### config.mk
export PLATFORM = sky130hd
export DESIGN_NAME = irq_ctrl
export DESIGN_NICKNAME = d
export VERILOG_FILES = /design/src/rtl/irq_ctrl_pkg.sv /design/src/rtl/irq_flag_bank.sv /design/src/rtl/irq_gate.sv /design/src/rtl/irq_enable_ctl.sv /design/src/rtl/irq_ctrl.sv
export SDC_FILE = /design/constraint.sdc
export NUM_CORES = 1
export LEC_CHECK = 0
export BUFFER_PORTS_ARGS = -buffer_cell sky130_fd_sc_hd__buf_2
export CELL_PAD_IN_SITES_DETAIL_PLACEMENT = 1
export CELL_PAD_IN_SITES_GLOBAL_PLACEMENT = 2
export CORE_MARGIN = 3
export CORE_UTILIZATION = 32
export CTS_BUF_LIST = sky130_fd_sc_hd__clkbuf_4 sky130_fd_sc_hd__clkbuf_8 sky130_fd_sc_hd__clkbuf_16
export DETAILED_ROUTE_END_ITERATION = 16
export GPL_ROUTABILITY_DRIVEN = 0
export PLACE_DENSITY_LB_ADDON = 0.3
export SETUP_SLACK_MARGIN = 0.3
export SLEW_MARGIN = 20
export SYNTH_ARGS = -nofsm -noshare
export SYNTH_HDL_FRONTEND = slang
export SYNTH_SLANG_ARGS = --single-unit
### constraint.sdc
create_clock -name clk_i -period 2.4 [get_ports clk_i]
set_input_delay 0.72 -clock clk_i [delete_from_list [all_inputs] [get_ports clk_i]]
set_output_delay 0.72 -clock clk_i [all_outputs]
set_load 0.01 [all_outputs]
### src/rtl/irq_ctrl_pkg.sv
package irq_ctrl_pkg;
  localparam int unsigned NUM_CORE   = 3;
  localparam int unsigned LANE_W     = 8;
  localparam int unsigned CORE_EN_LSB = 3;
  localparam int unsigned GROUP_BIT  = 6;
  localparam int unsigned GIE_BIT    = 7;

  typedef enum logic [2:0] {
    ADDR_MAIN     = 3'd0,
    ADDR_PFLAG_LO = 3'd1,
    ADDR_PFLAG_HI = 3'd2,
    ADDR_PEN_LO   = 3'd3,
    ADDR_PEN_HI   = 3'd4
  } reg_addr_e;
endpackage

### src/rtl/irq_flag_bank.sv
module irq_flag_bank #(
  parameter int unsigned W = 8
) (
  input  logic         clk_i,
  input  logic         rst_ni,
  input  logic [W-1:0] evt_i,
  input  logic [W-1:0] flag_we_i,
  input  logic [W-1:0] flag_wdata_i,
  input  logic [W-1:0] en_we_i,
  input  logic [W-1:0] en_wdata_i,
  output logic [W-1:0] flag_o,
  output logic [W-1:0] en_o
);
  for (genvar i = 0; i < W; i++) begin : g_bit
    logic flag_q, en_q;
    // hardware event dominates a same-cycle software write
    always_ff @(posedge clk_i or negedge rst_ni) begin
      if (!rst_ni) begin
        flag_q <= 1'b0;
        en_q   <= 1'b0;
      end else begin
        flag_q <= evt_i[i] | (flag_we_i[i] ? flag_wdata_i[i] : flag_q);
        if (en_we_i[i]) en_q <= en_wdata_i[i];
      end
    end
    assign flag_o[i] = flag_q;
    assign en_o[i]   = en_q;
  end
endmodule

### src/rtl/irq_gate.sv
module irq_gate #(
  parameter int unsigned NUM_CORE   = 3,
  parameter int unsigned NUM_PERIPH = 11
) (
  input  logic [NUM_CORE-1:0]   core_flag_i,
  input  logic [NUM_CORE-1:0]   core_en_i,
  input  logic [NUM_PERIPH-1:0] periph_flag_i,
  input  logic [NUM_PERIPH-1:0] periph_en_i,
  input  logic                  group_en_i,
  output logic                  pend_o
);
  logic core_any, periph_any;
  assign core_any   = |(core_flag_i & core_en_i);
  assign periph_any = |(periph_flag_i & periph_en_i);
  assign pend_o     = core_any | (group_en_i & periph_any);
endmodule

### src/rtl/irq_enable_ctl.sv
module irq_enable_ctl #(
  parameter int unsigned        PC_W   = 13,
  parameter logic [PC_W-1:0]    VECTOR = 'h4
) (
  input  logic            clk_i,
  input  logic            rst_ni,
  input  logic            main_we_i,
  input  logic            gie_wdata_i,
  input  logic            group_wdata_i,
  input  logic            pend_i,
  input  logic            ack_i,
  input  logic            retfie_i,
  output logic            gie_o,
  output logic            group_en_o,
  output logic            irq_o,
  output logic            push_o,
  output logic            pc_load_o,
  output logic [PC_W-1:0] vector_o
);
  logic gie_q, group_q, take_q, accept;

  assign irq_o  = gie_q & pend_i;
  assign accept = ack_i & irq_o;

  // priority: accept, then return, then register write
  always_ff @(posedge clk_i or negedge rst_ni) begin
    if (!rst_ni) begin
      gie_q   <= 1'b0;
      group_q <= 1'b0;
      take_q  <= 1'b0;
    end else begin
      if (accept)         gie_q <= 1'b0;
      else if (retfie_i)  gie_q <= 1'b1;
      else if (main_we_i) gie_q <= gie_wdata_i;
      if (main_we_i) group_q <= group_wdata_i;
      take_q <= accept;
    end
  end

  assign gie_o      = gie_q;
  assign group_en_o = group_q;
  assign push_o     = take_q;
  assign pc_load_o  = take_q;
  assign vector_o   = take_q ? VECTOR : '0;
endmodule

### src/rtl/irq_ctrl.sv
module irq_ctrl
  import irq_ctrl_pkg::*;
#(
  parameter int unsigned     NUM_PERIPH = 11,
  parameter int unsigned     PC_W       = 13,
  parameter logic [PC_W-1:0] VECTOR     = 'h4
) (
  input  logic                  clk_i,
  input  logic                  rst_ni,
  input  logic [NUM_CORE-1:0]   core_evt_i,
  input  logic [NUM_PERIPH-1:0] periph_evt_i,
  input  logic [2:0]            reg_addr_i,
  input  logic                  reg_we_i,
  input  logic [7:0]            reg_wdata_i,
  output logic [7:0]            reg_rdata_o,
  output logic                  irq_o,
  input  logic                  ack_i,
  input  logic                  retfie_i,
  output logic                  push_o,
  output logic                  pc_load_o,
  output logic [PC_W-1:0]       vector_o,
  output logic                  wake_o
);
  localparam int unsigned EXT_W = 2 * LANE_W;

  logic                  main_we;
  logic [NUM_CORE-1:0]   core_flag, core_en;
  logic [NUM_PERIPH-1:0] periph_flag, periph_en;
  logic [NUM_PERIPH-1:0] pf_we, pe_we, p_wdata;
  logic                  group_en, gie_q, pend;

  assign main_we = reg_we_i && (reg_addr_i == ADDR_MAIN);

  irq_flag_bank #(.W(NUM_CORE)) u_core_bank (
    .clk_i        (clk_i),
    .rst_ni       (rst_ni),
    .evt_i        (core_evt_i),
    .flag_we_i    ({NUM_CORE{main_we}}),
    .flag_wdata_i (reg_wdata_i[NUM_CORE-1:0]),
    .en_we_i      ({NUM_CORE{main_we}}),
    .en_wdata_i   (reg_wdata_i[CORE_EN_LSB +: NUM_CORE]),
    .flag_o       (core_flag),
    .en_o         (core_en)
  );

  // per-bit lane decode for the peripheral registers
  for (genvar i = 0; i < NUM_PERIPH; i++) begin : g_plane
    localparam logic [2:0] FA = (i < LANE_W) ? ADDR_PFLAG_LO : ADDR_PFLAG_HI;
    localparam logic [2:0] EA = (i < LANE_W) ? ADDR_PEN_LO   : ADDR_PEN_HI;
    assign pf_we[i]   = reg_we_i && (reg_addr_i == FA);
    assign pe_we[i]   = reg_we_i && (reg_addr_i == EA);
    assign p_wdata[i] = reg_wdata_i[i % LANE_W];
  end

  irq_flag_bank #(.W(NUM_PERIPH)) u_periph_bank (
    .clk_i        (clk_i),
    .rst_ni       (rst_ni),
    .evt_i        (periph_evt_i),
    .flag_we_i    (pf_we),
    .flag_wdata_i (p_wdata),
    .en_we_i      (pe_we),
    .en_wdata_i   (p_wdata),
    .flag_o       (periph_flag),
    .en_o         (periph_en)
  );

  irq_gate #(.NUM_CORE(NUM_CORE), .NUM_PERIPH(NUM_PERIPH)) u_gate (
    .core_flag_i   (core_flag),
    .core_en_i     (core_en),
    .periph_flag_i (periph_flag),
    .periph_en_i   (periph_en),
    .group_en_i    (group_en),
    .pend_o        (pend)
  );

  irq_enable_ctl #(.PC_W(PC_W), .VECTOR(VECTOR)) u_ctl (
    .clk_i         (clk_i),
    .rst_ni        (rst_ni),
    .main_we_i     (main_we),
    .gie_wdata_i   (reg_wdata_i[GIE_BIT]),
    .group_wdata_i (reg_wdata_i[GROUP_BIT]),
    .pend_i        (pend),
    .ack_i         (ack_i),
    .retfie_i      (retfie_i),
    .gie_o         (gie_q),
    .group_en_o    (group_en),
    .irq_o         (irq_o),
    .push_o        (push_o),
    .pc_load_o     (pc_load_o),
    .vector_o      (vector_o)
  );

  assign wake_o = pend;

  logic [EXT_W-1:0] pf_ext, pe_ext;
  always_comb begin
    pf_ext = '0;
    pe_ext = '0;
    pf_ext[NUM_PERIPH-1:0] = periph_flag;
    pe_ext[NUM_PERIPH-1:0] = periph_en;
    unique case (reg_addr_i)
      ADDR_MAIN:     reg_rdata_o = {gie_q, group_en, core_en, core_flag};
      ADDR_PFLAG_LO: reg_rdata_o = pf_ext[7:0];
      ADDR_PFLAG_HI: reg_rdata_o = pf_ext[15:8];
      ADDR_PEN_LO:   reg_rdata_o = pe_ext[7:0];
      ADDR_PEN_HI:   reg_rdata_o = pe_ext[15:8];
      default:       reg_rdata_o = 8'h00;
    endcase
  end
endmodule

=== After elaboration in Yosys (flattened, before gate mapping) ===
Cells that the tools add are included.

* Eq/ne operators: 4
* Mux-type cells: 19
* Bitwise logic cells: 20
* Reduce and logical (&&, ||, !) cells: 9

{| class="wikitable"
|+ Operator list
! operator !! count
|-
| $pmux 8 s5 || 1
|-
| $mux 1 || 17
|-
| $or 1x1->1 || 15
|-
| $and 11x11->11 || 1
|-
| $reduce_or 11->1 || 1
|-
| $eq 3x2->1 const B || 2
|-
| $logic_and 1x1->1 || 5
|-
| $and 1x1->1 || 3
|-
| $and 3x3->3 || 1
|-
| $eq 3x1->1 const B || 1
|-
| $eq 3x3->1 const B || 1
|-
| $logic_not 3->1 || 1
|-
| $mux 3 || 1
|-
| $reduce_bool 3->1 || 1
|-
| $reduce_or 3->1 || 1
|}

* Register bits: 31
* Input port bits: 30
* Output and inout port bits: 25
* Word-level logic and storage cells: 83

=== Logic depth before layout (Yosys ltp) ===
Gate-level depths: netlist of run 1.

* Word-level depth: 7
* Depth in mapped cells: 6
* Mapped depth without buffers: 4

=== Cells and area by module ===
Synthesis of run 1 repeated with hierarchy kept, for this count alone.

* Cells, all modules: 180
* Area total of the unflattened synthesis: 1938.1 µm²

{| class="wikitable"
|+ By module, submodules not included
! module !! instances !! cells an instance !! area an instance (µm²) !! sequential area each (µm²)
|-
| irq_flag_bank at u_periph_bank || 1 || 77 || 1004.7 || 550.5
|-
| irq_ctrl || 1 || 50 || 357.8 || 0.0
|-
| irq_flag_bank at u_core_bank || 1 || 21 || 274.0 || 150.1
|-
| irq_enable_ctl || 1 || 24 || 226.5 || 75.1
|-
| irq_gate || 1 || 8 || 75.1 || 0.0
|}

=== Worst setup path after synthesis of run 1 ===
No wires, ideal clock.

* Kind: in2out
* Start: input port reg_addr_i[1]
* End: output port reg_rdata_o[4]
* Arrival time: 1.623 ns
* Data required time: 1.680 ns
* Setup slack: 0.057 ns
* Cell stages on the path: 5
* Path buffers: 2
* Cell sequence: buf_4 > buf_2 > mux2_2 > a22oi_1 > nor2_1

* Longest elaborated chain between the ends: 2
* Elaborated cells between the ends (all ways): 6
* Those cells by class: 4 x eq/ne; 1 x mux; 1 x reduce/logical

{| class="wikitable"
|+ RTL lines
! item !! line !! text
|-
| start: declaration || irq_ctrl.sv:12 || <nowiki>input logic [2:0] reg_addr_i,</nowiki>
|-
| $eq 3x3->1 (tied with other cells) || irq_ctrl.sv:101 || <nowiki>unique case (reg_addr_i)</nowiki>
|-
| $pmux 8 s5 (*) || irq_ctrl.sv:101 ||
|-
| end: declaration || irq_ctrl.sv:15 || <nowiki>output logic [7:0] reg_rdata_o,</nowiki>
|}

Every way passes the cells marked *; elsewhere a longest branch is shown, timed or not.

=== Worst setup path in the final report of run 1 ===
* Start: register u_periph_bank.g_bit[5].flag_q
* End: output port irq_o

* Longest elaborated chain between the ends: 5

{| class="wikitable"
|+ RTL lines
! item !! line !! text
|-
| start: declaration || irq_flag_bank.sv:15 || <nowiki>logic flag_q, en_q;</nowiki>
|-
| start signal: assignment || irq_flag_bank.sv:22 || <nowiki>flag_q <= evt_i[i] | (flag_we_i[i] ? flag_wdata_i[i] : flag_q);</nowiki>
|-
| $and 11x11->11 || irq_gate.sv:14 || <nowiki>assign periph_any = |(periph_flag_i & periph_en_i);</nowiki>
|-
| $reduce_or 11->1 || irq_gate.sv:14 ||
|-
| $and 1x1->1 || irq_gate.sv:15 || <nowiki>assign pend_o = core_any | (group_en_i & periph_any);</nowiki>
|-
| $or 1x1->1 || irq_gate.sv:15 ||
|-
| $and 1x1->1 || irq_enable_ctl.sv:22 || <nowiki>assign irq_o = gie_q & pend_i;</nowiki>
|-
| end: declaration || irq_ctrl.sv:16 || <nowiki>output logic irq_o,</nowiki>
|}

No other way between the ends.

==> summary.md, run 1 <==
| Metric | Value |
|---|---|
| Status | `finished with violations` |
| Failing checks | `setup timing` |
| CTS tree | `built` |
| Synth unique cells | `29` |
| Clock Tree Root | `clkbuf_8` |
| Num Clock Sinks | `31` |
| Main combinational cell family by area after synthesis | `multiplexers` |
| Most used DFF post-synth | `dfrtp_1` |
| Maximum fanout along the worst path | `3` |
| Post-Synth Adder-Cell Area | `0%` |
| Commonest non-fill, non-tap cell in the layout | `buf_2` |
| Total GRT Usage | `16.6%` |
| Setup_tns | `-0.173 ns` |
| Vias in the first global route | `1,567` |
| Final hold violation count | `0` |
| Post-Syn Area per Cell | `11.5 sq um` |
| VDD IR max | `0.000365 V` |
| Initial antenna violation count | `0` |
| Hpwl dp | `3710 um` |
| Crit path cell chain | `a222oi_1 > buf_4 > inv_2 > o21ai_4 > a21boi_1 > buf_2` |
| Count of input and output buffers | `42` |
| Vias | `1,427` |
| Worst Path Buf+Inv | `3` |
| Die Width | `80.5 um` |
| Uppermost routed layer | `met4` |
| Area of the multi-input gates | `952 sq um` |
| Final Instance Count excl. Fillers | `281` |
| WL per Instance | `17.3 um` |
| DR pass1 iterations | `6` |
| GRT Residual Overflow | `0` |
| Static Leak | `1.02 nW` |
| Number of inserted diodes | `0` |
| DIE AREA | `0.00648 sq mm` |
| Number of synthesized flops with an enable pin | `0` |
| XOR/XNOR Fraction of Synth Area | `0%` |
| Final WS setup | `-0.0998 ns` |
| Largest net degree at the start of global routing | `32` |
| Least-Margin Pin Slew | `0.708 ns` |
| Met3 Routed Length | `326 um` |
| CP max stage delay | `0.48 ns` |
| Max-cap check violation count | `0` |
| Core Area | `0.00524 sq mm` |
| Cells after synthesis | `155` |
| Vias per cell | `5.08` |
| Family with the most delay on the worst path | `compound AO/OA/AOI/OAI gates` |
| # fillers | `599` |
| CTS buffer count | `5` |
| Max-slew violation count | `0` |
| WL met2 | `2470 um` |
| Placed cell count | `269` |
| Hold_ws | `0.476 ns` |
| Clk_lat worst skew | `0.29 ns` |
| Initial Util | `33.9%` |
| Register Area | `776 sq um` |
| Post-synthesis mux area share | `16.4%` |
| Core Rows | `26` |
| Sequential area share after synthesis | `43.7%` |
| DRC viols | `0` |
| Pwr per Cell Area | `657 mW/mm^2` |
| Area growth syn-to-layout | `31.3%` |
| Slowest CP cell | `a222oi_1` |
| Highest Clock Rate | `400 MHz` |
| Crit path kind | `reg2out` |
| Commonest cells after routing, fill and taps aside | `buf_2, dfrtp_1, nor2b_1` |
| CP arrival | `1.78 ns` |
| Hold Crit Class | `in2async` |
| Asr flop ratio synth | `100%` |
| RSZ-0062 raised after global routing | `true` |
| Fin crit period | `2.50 ns` |
| H-tree levels | `2` |
| Simple-Gate Fraction of Synth Area | `14.9%` |
| Compound-Gate Fraction of Synth Area | `15.0%` |
| Synth warnings | `0` |
| Share of layout cells above drive strength 1 | `50.7%` |
| Final wirelength | `4880 um` |
| Netlist Area Pre-Place | `0.00178 sq mm` |
| Crit end category | `output pin` |
| Final setup viols | `2` |
| Rel. slew slack | `52.8%` |
| Longest Clk Path Bufs | `2` |
| Routed Antenna Nets | `0` |
| Die Ht | `80.5 um` |
| Wl on met1 | `2040 um` |
| Dpl ws | `-0.0484 ns` |
| Boundary Pins | `55` |
| Worst Skew | `0.00650 ns` |
| Period Utilization, post-route | `104%` |
| Startpoint types | `register` |
| Seq cells post-synth | `31` |
| Clk slew on worst S/H paths | `0.08 ns` |
| Required time worst endpoint | `1.68 ns` |
| First-pass GRT wire length | `8020 um` |
| Initial DRC Count | `32` |
| # nets final | `240` |
-- area by class of cell --
class / instances / area share [%]
Tap cell: 70 / 3.76
Inverter: 2 / 0.322
Multi-Input combinational cell: 112 / 40.8
Sequential cell: 31 / 33.3
Clock inverter: 3 / 1.02
Timing Repair Buffer: 58 / 17.9
Clock buffer: 5 / 2.95
-- worst reg2reg max path, stage by stage (launching register included) --
cell	delay (ns)
dfrtp_1	0.40
a222oi_1	0.48
buf_4	0.20
inv_2	0.04
o21ai_4	0.13
buf_4	0.13
a21oi_1	0.06
-- cells in the mapped netlist (2+ instances only) --
cell type / n / area share, %
dfrtp_1: 31 / 44
mux2_2: 20 / 13
nor2b_1: 17 / 6.0
buf_4: 16 / 6.8
a211o_1: 14 / 6.9
nor2_1: 10 / 2.1
a22oi_1: 9 / 3.8
mux2i_1: 4 / 2.3
nand2_1: 4 / 0.84
o21ai_0: 4 / 1.1
a21oi_1: 3 / 0.84
a222oi_1: 2 / 1.1
buf_2: 2 / 0.56
buf_6: 2 / 1.3
inv_1: 2 / 0.42
nand3_1: 2 / 0.56
-- path summary, 6_finish.rpt --
kind | slack (ns) | from | cells after the start | end
worst max register to register | 0.83 | u_periph_bank.g_bit[5].flag_q | 6 | u_ctl.pc_load_o
worst min-delay path | 0.48 | rst_ni | 1 | u_core_bank.g_bit[0].en_q
min in group clk_i | 0.54 | u_periph_bank.g_bit[1].en_q | 1 | u_periph_bank.g_bit[1].en_q
worst max-delay path | -0.1 | u_periph_bank.g_bit[5].flag_q | 6 | irq_o
max in group asynchronous | 1.47 | rst_ni | 1 | u_periph_bank.g_bit[7].flag_q
worst min register to register | 0.54 | u_periph_bank.g_bit[1].en_q | 1 | u_periph_bank.g_bit[1].en_q
-- routing by layer --
layer | vias to the layer above | global-route usage [%]
li1 | 651 | -
met1 | 726 | 20.2
met2 | 45 | 28.9
met3 | 5 | 4.04
met4 | 0 | 4.56
met5 | - | 0
-- logic make-up after synthesis --
family / Yosys count
AND/OR/NAND/NOR: 40
buffers and inverters: 23
flip-flops: 31
multiplexers: 25
other: 1
AO/OA/AOI/OAI: 35
-- where the power goes --
part,internal [mW],switching (mW)
Clock,0.207,0.217
Sequential,0.600,0.0748
Combinational,0.236,0.198
Total,1.04,0.490
-- sequential cells by signal, indices dropped and copies added (netlist names) --
signal,flops
u_core_bank.g_bit.en_q,3
u_core_bank.g_bit.flag_q,3
u_ctl.gie_o,1
u_ctl.group_en_o,1
u_ctl.pc_load_o,1
u_periph_bank.g_bit.en_q,11
u_periph_bank.g_bit.flag_q,11
-- per-stage QoR --
stage                     instance area [sq um]  utilization, %  power, mW
after global routing                       2330            44.5       1.63
after detailed placement                   2060            39.3       1.05
after global placement                     2060            39.3       1.03
final                                      2330            44.5       1.53
after floorplan                            1870               -      0.923
after CTS                                  2320            44.3       1.54
-- what timing repair did --
item | CTS | global route
endpoints found under the setup margin | 10 | 10
setup buffers | 3 | 0
gates cloned | 1 | 0
pin swaps | 18 | 3
resized for setup | 37 | 2
hold buffers | 0 | 0
(Power assumes the default switching activity.)
==> run 2: changes to the inputs <==
BUFFER_PORTS_ARGS = default   (was -buffer_cell sky130_fd_sc_hd__buf_2)
CORE_UTILIZATION = 39   (was 32)
DONT_BUFFER_PORTS = 1   (was default)
==> summary.md, run 2 (synthesis gave the netlist of run 1 again) <==
| Metric | Value |
|---|---|
| CTS hold repair buffers | `0 (unchanged)` |
| DRC viols | `0 (unchanged)` |
| Die Ht | `73.5 um (-8.7%)` |
| VDD IR max | `0.000293 V (-20%)` |
| Placed cell count | `200 (-26%)` |
| Num Clock Sinks | `31 (unchanged)` |
| Routed Antenna Nets | `0 (unchanged)` |
| Final Cell Area | `0.00201 sq mm (-14%)` |
| Final Instance Count excl. Fillers | `222 (-21%)` |
| Initial DRC Count | `104 (+230%)` |
| Longest Clk Path Bufs | `2 (unchanged)` |
| H-tree levels | `2 (unchanged)` |
| Clock Tree Root | `clkbuf_8` |
| Clk slew on worst S/H paths | `0.07 ns (about the same)` |
| Hold Crit Class | `in2async` |
| Share of layout cells above drive strength 1 | `37.2% (-14 points)` |
| Vias in the first global route | `1,352 (-14%)` |
| Final wirelength | `4710 um (-3.4%)` |
| Highest Clock Rate | `420 MHz (+4.9%)` |
| Final core utilization | `47.8% (+3.3 points)` |
| First-pass GRT wire length | `7170 um (-11%)` |
| Hpwl dp | `3290 um (-11%)` |
| R2R Setup Slk | `0.06 ns (-0.77 ns)` |
| Pwr per Cell Area | `732 mW/mm^2 (+11%)` |
| Boundary Pins | `55 (unchanged)` |
| Max-slew violation count | `0 (unchanged)` |
| Required time worst endpoint | `1.68 ns (about the same)` |
| Crit path kind | `reg2out` |
| Area growth syn-to-layout | `13.1%` |
| Final setup viols | `0 (-2)` |
| Initial Util | `42.3% (+8.4 points)` |
| Startpoint types | `register` |
| Commonest cells after routing, fill and taps aside | `dfrtp_1, nor2b_1, mux2_2` |
| RSZ-0062 raised after global routing | `true` |
| DR pass1 iterations | `4 (-2)` |
| Status | `finished, final reports clean` |
| Final hold violation count | `0 (unchanged)` |
| Vias | `1,286 (-9.9%)` |
| Maximum fanout along the worst path | `3 (unchanged)` |
| WL per Instance | `21.2 um (+22%)` |
| Static Leak | `0.818 nW (-19%)` |
| Placed instance area | `0.00177 sq mm (-14%)` |
| Crit end category | `output pin` |
| Clk_lat worst skew | `0.28 ns (about the same)` |
| # nets final | `201 (-16%)` |
| Count of input and output buffers | `0 (-100%)` |
| Core Rows | `23 (-12%)` |
| Number of inserted diodes | `0 (unchanged)` |
| Period Utilization, post-route | `99.3% (-4.9 points)` |
| Initial antenna violation count | `0 (unchanged)` |
| Max-cap check violation count | `0 (unchanged)` |
| DIE AREA | `0.00540 sq mm (-17%)` |
| CTS buffer count | `5 (unchanged)` |
| CP arrival | `1.66 ns (-0.12 ns)` |
| Die Width | `73.5 um (-8.7%)` |
| Vias per cell | `5.79 (+14%)` |
| Worst Skew | `0.00263 ns (-0.00387 ns)` |
| Largest regs | `u_periph_bank.g_bit.en_q (11), u_periph_bank.g_bit.flag_q (11)` |
| Largest net degree at the start of global routing | `32 (unchanged)` |
| Core Area | `0.00420 sq mm (-20%)` |
| CTS tree | `built` |
| Total GRT Usage | `18.3% (+1.7 points)` |
| GRT Residual Overflow | `0 (unchanged)` |
| Fin crit period | `2.38 ns (-0.117 ns)` |
| Commonest non-fill, non-tap cell in the layout | `dfrtp_1` |
[run 2: cell count changes in the layout (fill, tap and decap cells not counted), moves of 4 or more]
cell / change
a22oi_1: +4
a22oi_2: -4
buf_2: -39
buf_4: +6
[run 2: power by group]
group          internal [mW]  switching [mW]  leakage (nW)  total [mW]
Sequential             0.600          0.0803         0.332       0.680
Combinational          0.222           0.161         0.446       0.384
Clock                  0.201           0.206        0.0402       0.408
[run 2: path summary, 6_finish.rpt]
kind                                               startpoint                            end  cells after the start
worst max register to register  u_periph_bank.g_bit[5].flag_q                u_ctl.pc_load_o                     15
max in group asynchronous                              rst_ni    u_periph_bank.g_bit[9].en_q                      0
worst max-delay path            u_periph_bank.g_bit[5].flag_q                         wake_o                      5
worst min register to register    u_periph_bank.g_bit[7].en_q    u_periph_bank.g_bit[7].en_q                      1
min in group clk_i                            periph_evt_i[4]  u_periph_bank.g_bit[4].flag_q                      1
worst min-delay path                                   rst_ni  u_periph_bank.g_bit[8].flag_q                      0
[run 2: critical path, stage by stage, from the launching register on]
cell and delay, ns:
dfrtp_1 0.39, a222oi_1 0.43, buf_4 0.20, inv_2 0.04, o21ai_4 0.21, nand2_2 0.12
[run 2: layout make-up]
type                       instances  area, sq um
tap                               50         62.6
clock buffer                       5         68.8
clock inverter                     3         20.0
timing repair buffer              19          158
sequential                        31          776
inverter                           2         7.51
fill                             466         2190
multi-input combinational        112          917
[run 2: timing repair]
action	CTS	global route
endpoints found under the hold margin	0	0
setup endpoints to repair	3	5
gates resized for setup	9	8
pin swaps	3	4
setup buffers	12	2
[run 2: per-stage QoR]
stage	worst slack, ns	setup TNS [ns]	total power, mW	hold slack, ns
after floorplan	0.190	0	0.923	0.424
after global placement	0.177	0	0.936	0.426
after detailed placement	0.116	0	0.952	0.425
after CTS	0.0869	0	1.44	0.111
after global routing	-0.0817	-0.195	1.56	0.0981
final	0.0171	0	1.47	0.123
[run 2: per-layer routing]
metal	GRT usage (%)	part of all wire (%)	up-vias
met5	0	0	-
met4	9.86	2.6	0
met3	5.75	6.2	9
met2	29.0	49	42
met1	21.8	42	663
li1	-	-	572
==> run 3: changes to the inputs <==
CORE_UTILIZATION = 35   (was 39)
clock period = 2 ns   (was 2.4 ns; I/O delays follow)
==> summary.md, run 3 (synthesis gave the netlist of run 1 again) <==
| Metric | Value |
|---|---|
| Clk slew on worst S/H paths | `0.06 ns (about the same)` |
| Largest regs | `u_periph_bank.g_bit.en_q (11), u_periph_bank.g_bit.flag_q (11)` |
| Final WS setup | `-0.145 ns (-0.162 ns)` |
| WL met2 | `2460 um (+5.8%)` |
| WL per Instance | `20.0 um (-5.6%)` |
| DR pass1 iterations | `4 (unchanged)` |
| Num Clock Sinks | `31 (unchanged)` |
| Total GRT Usage | `16.8% (-1.4 points)` |
| Hold_ws | `0.0199 ns (-0.103 ns)` |
| Final hold violation count | `0 (unchanged)` |
| Final core utilization | `44.8% (-3.0 points)` |
| Vias per cell | `5.36 (-7.5%)` |
| Stages on worst setup path | `5 (unchanged)` |
| Status | `finished with violations` |
| Clk_lat worst skew | `0.27 ns (about the same)` |
| Failing checks | `setup timing` |
| Core Rows | `25 (+8.7%)` |
| Hpwl dp | `3290 um (+0.17%)` |
| Dpl ws | `0.121 ns (+0.00443 ns)` |
| Crit path kind | `reg2out` |
| Final wirelength | `4830 um (+2.5%)` |
| Placed instance area | `0.00180 sq mm (+1.6%)` |
| Uppermost routed layer | `met4` |
| Hold Crit Class | `in2async` |
| Vias in the first global route | `1,417 (+4.8%)` |
| Initial antenna violation count | `0 (unchanged)` |
| Die Ht | `77.3 um (+5.1%)` |
| Core Area | `0.00482 sq mm (+15%)` |
| Startpoint types | `register` |
| VDD IR max | `0.000401 V (+37%)` |
| CP arrival | `1.54 ns (-0.12 ns)` |
| Final setup viols | `4 (+4)` |
| CTS buffer count | `5 (unchanged)` |
| Period Utilization, post-route | `107%` |
| # nets final | `205 (+2.0%)` |
| Met3 Routed Length | `333 um (+13%)` |
| H-tree levels | `2 (unchanged)` |
| Area growth syn-to-layout | `21.5%` |
| Crit path cell chain | `a222oi_1 > buf_4 > inv_4 > o21ai_4 > nand2_2` |
| Final Cell Area | `0.00216 sq mm (+7.4%)` |
| # fillers | `525 (+13%)` |
| Highest Clock Rate | `466 MHz` |
| Pwr per Cell Area | `833 mW/mm^2 (+14%)` |
| Commonest cells after routing, fill and taps aside | `dfrtp_1, nor2b_1, mux2_2` |
| Reg2reg path depth | `14 (-1)` |
| Reg2reg start | `u_periph_bank.g_bit[5].flag_q` |
| DIE AREA | `0.00597 sq mm (+10%)` |
| Routed Antenna Nets | `0 (unchanged)` |
| Rel. slew slack | `60.1%` |
| Maximum fanout along the worst path | `3 (unchanged)` |
| Max-cap check violation count | `0 (unchanged)` |
| Slowest CP cell | `dfrtp_1` |
| Required time worst endpoint | `1.40 ns (-0.28 ns)` |
| DRC viols | `0 (unchanged)` |
| Vias | `1,292 (+0.47%)` |
| First-pass GRT wire length | `7720 um (+7.7%)` |
| Number of inserted diodes | `0 (unchanged)` |
| Share of layout cells above drive strength 1 | `43.7% (+6.5 points)` |
| Clock Tree Root | `clkbuf_8` |
| Critical R2R Capture | `u_ctl.gie_o` |
| Worst Path Buf+Inv | `2 (unchanged)` |
| Max-slew violation count | `0 (unchanged)` |
| Crit end category | `output pin` |
| GRT Residual Overflow | `0 (unchanged)` |
| CP max stage delay | `0.40 ns (-0.03 ns)` |
| Setup_tns | `-0.400 ns (-0.400 ns)` |
| Initial Util | `36.9% (-5.4 points)` |
| Count of input and output buffers | `0 (unchanged)` |
| Initial DRC Count | `86 (-17%)` |
| CTS tree | `built` |
| Wl on met1 | `1950 um (-0.96%)` |
| Largest net degree at the start of global routing | `32 (unchanged)` |
| Least-Margin Pin Slew | `0.597 ns` |
| RSZ-0062 raised after global routing | `true` |
| Die Width | `77.3 um (+5.1%)` |
| R2R Setup Slk | `-0.11 ns (-0.17 ns)` |
| Longest Clk Path Bufs | `2 (unchanged)` |
| Boundary Pins | `55 (unchanged)` |
| Family with the most delay on the worst path | `compound AO/OA/AOI/OAI gates` |
| Worst Skew | `0.00183 ns (-0.000799 ns)` |
| Static Leak | `0.861 nW (+5.2%)` |
| Fin crit period | `2.14 ns` |
| Commonest non-fill, non-tap cell in the layout | `dfrtp_1` |
==> run 3: layout make-up <==
type | instances | area, sq um | share of cell area, %
clock buffers | 6 | 76.3 | 3.54
inverters | 2 | 10.0 | 0.464
multi-input cells | 112 | 987 | 45.7
flip-flops and latches | 31 | 776 | 35.9
well taps | 67 | 83.8 | 3.88
repair buffers | 23 | 225 | 10.4
==> run 3: layer usage <==
layer | GRT usage, % | up-vias
met5 | 0 | -
met4 | 6.05 | 0
met3 | 5.52 | 10
met2 | 28.2 | 49
met1 | 20.2 | 655
li1 | - | 578
==> run 3: power breakdown <==
| part | leakage, nW | switching, mW | total [mW] | internal [mW] |
|---|---|---|---|---|
| Clock | 0.0406 | 0.202 | 0.447 | 0.245 |
| Sequential | 0.332 | 0.107 | 0.828 | 0.721 |
| Combinational | 0.488 | 0.216 | 0.523 | 0.307 |
| Total | 0.861 | 0.525 | 1.80 | 1.27 |
==> run 3: worst max-delay path by stage <==
stage | start | end | slack, ns
after global routing | u_periph_bank.g_bit[5].flag_q | wake_o | -0.21
final | u_periph_bank.g_bit[5].flag_q | wake_o | -0.14
after global placement | reg_addr_i[0] | reg_rdata_o[1] | 0.13
after floorplan | reg_addr_i[1] | reg_rdata_o[4] | 0.03
after detailed placement | reg_addr_i[0] | reg_rdata_o[1] | 0.12
after CTS | u_periph_bank.g_bit[5].flag_q | wake_o | -0.12
==> run 3: timing repair <==
item,in CTS,in global routing
hold buffers,0,3
setup endpoints to repair,10,11
gates resized for setup,17,19
pin swaps,10,7
endpoints found under the hold margin,0,2
buffers inserted,12,4
==> run 3: per-stage QoR <==
stage / cells / power [mW]
detailed placement: 216 / 1.14
floorplan: 166 / 1.12
global route: 241 / 1.90
global placement: 216 / 1.12
finish: 241 / 1.80
CTS: 234 / 1.68
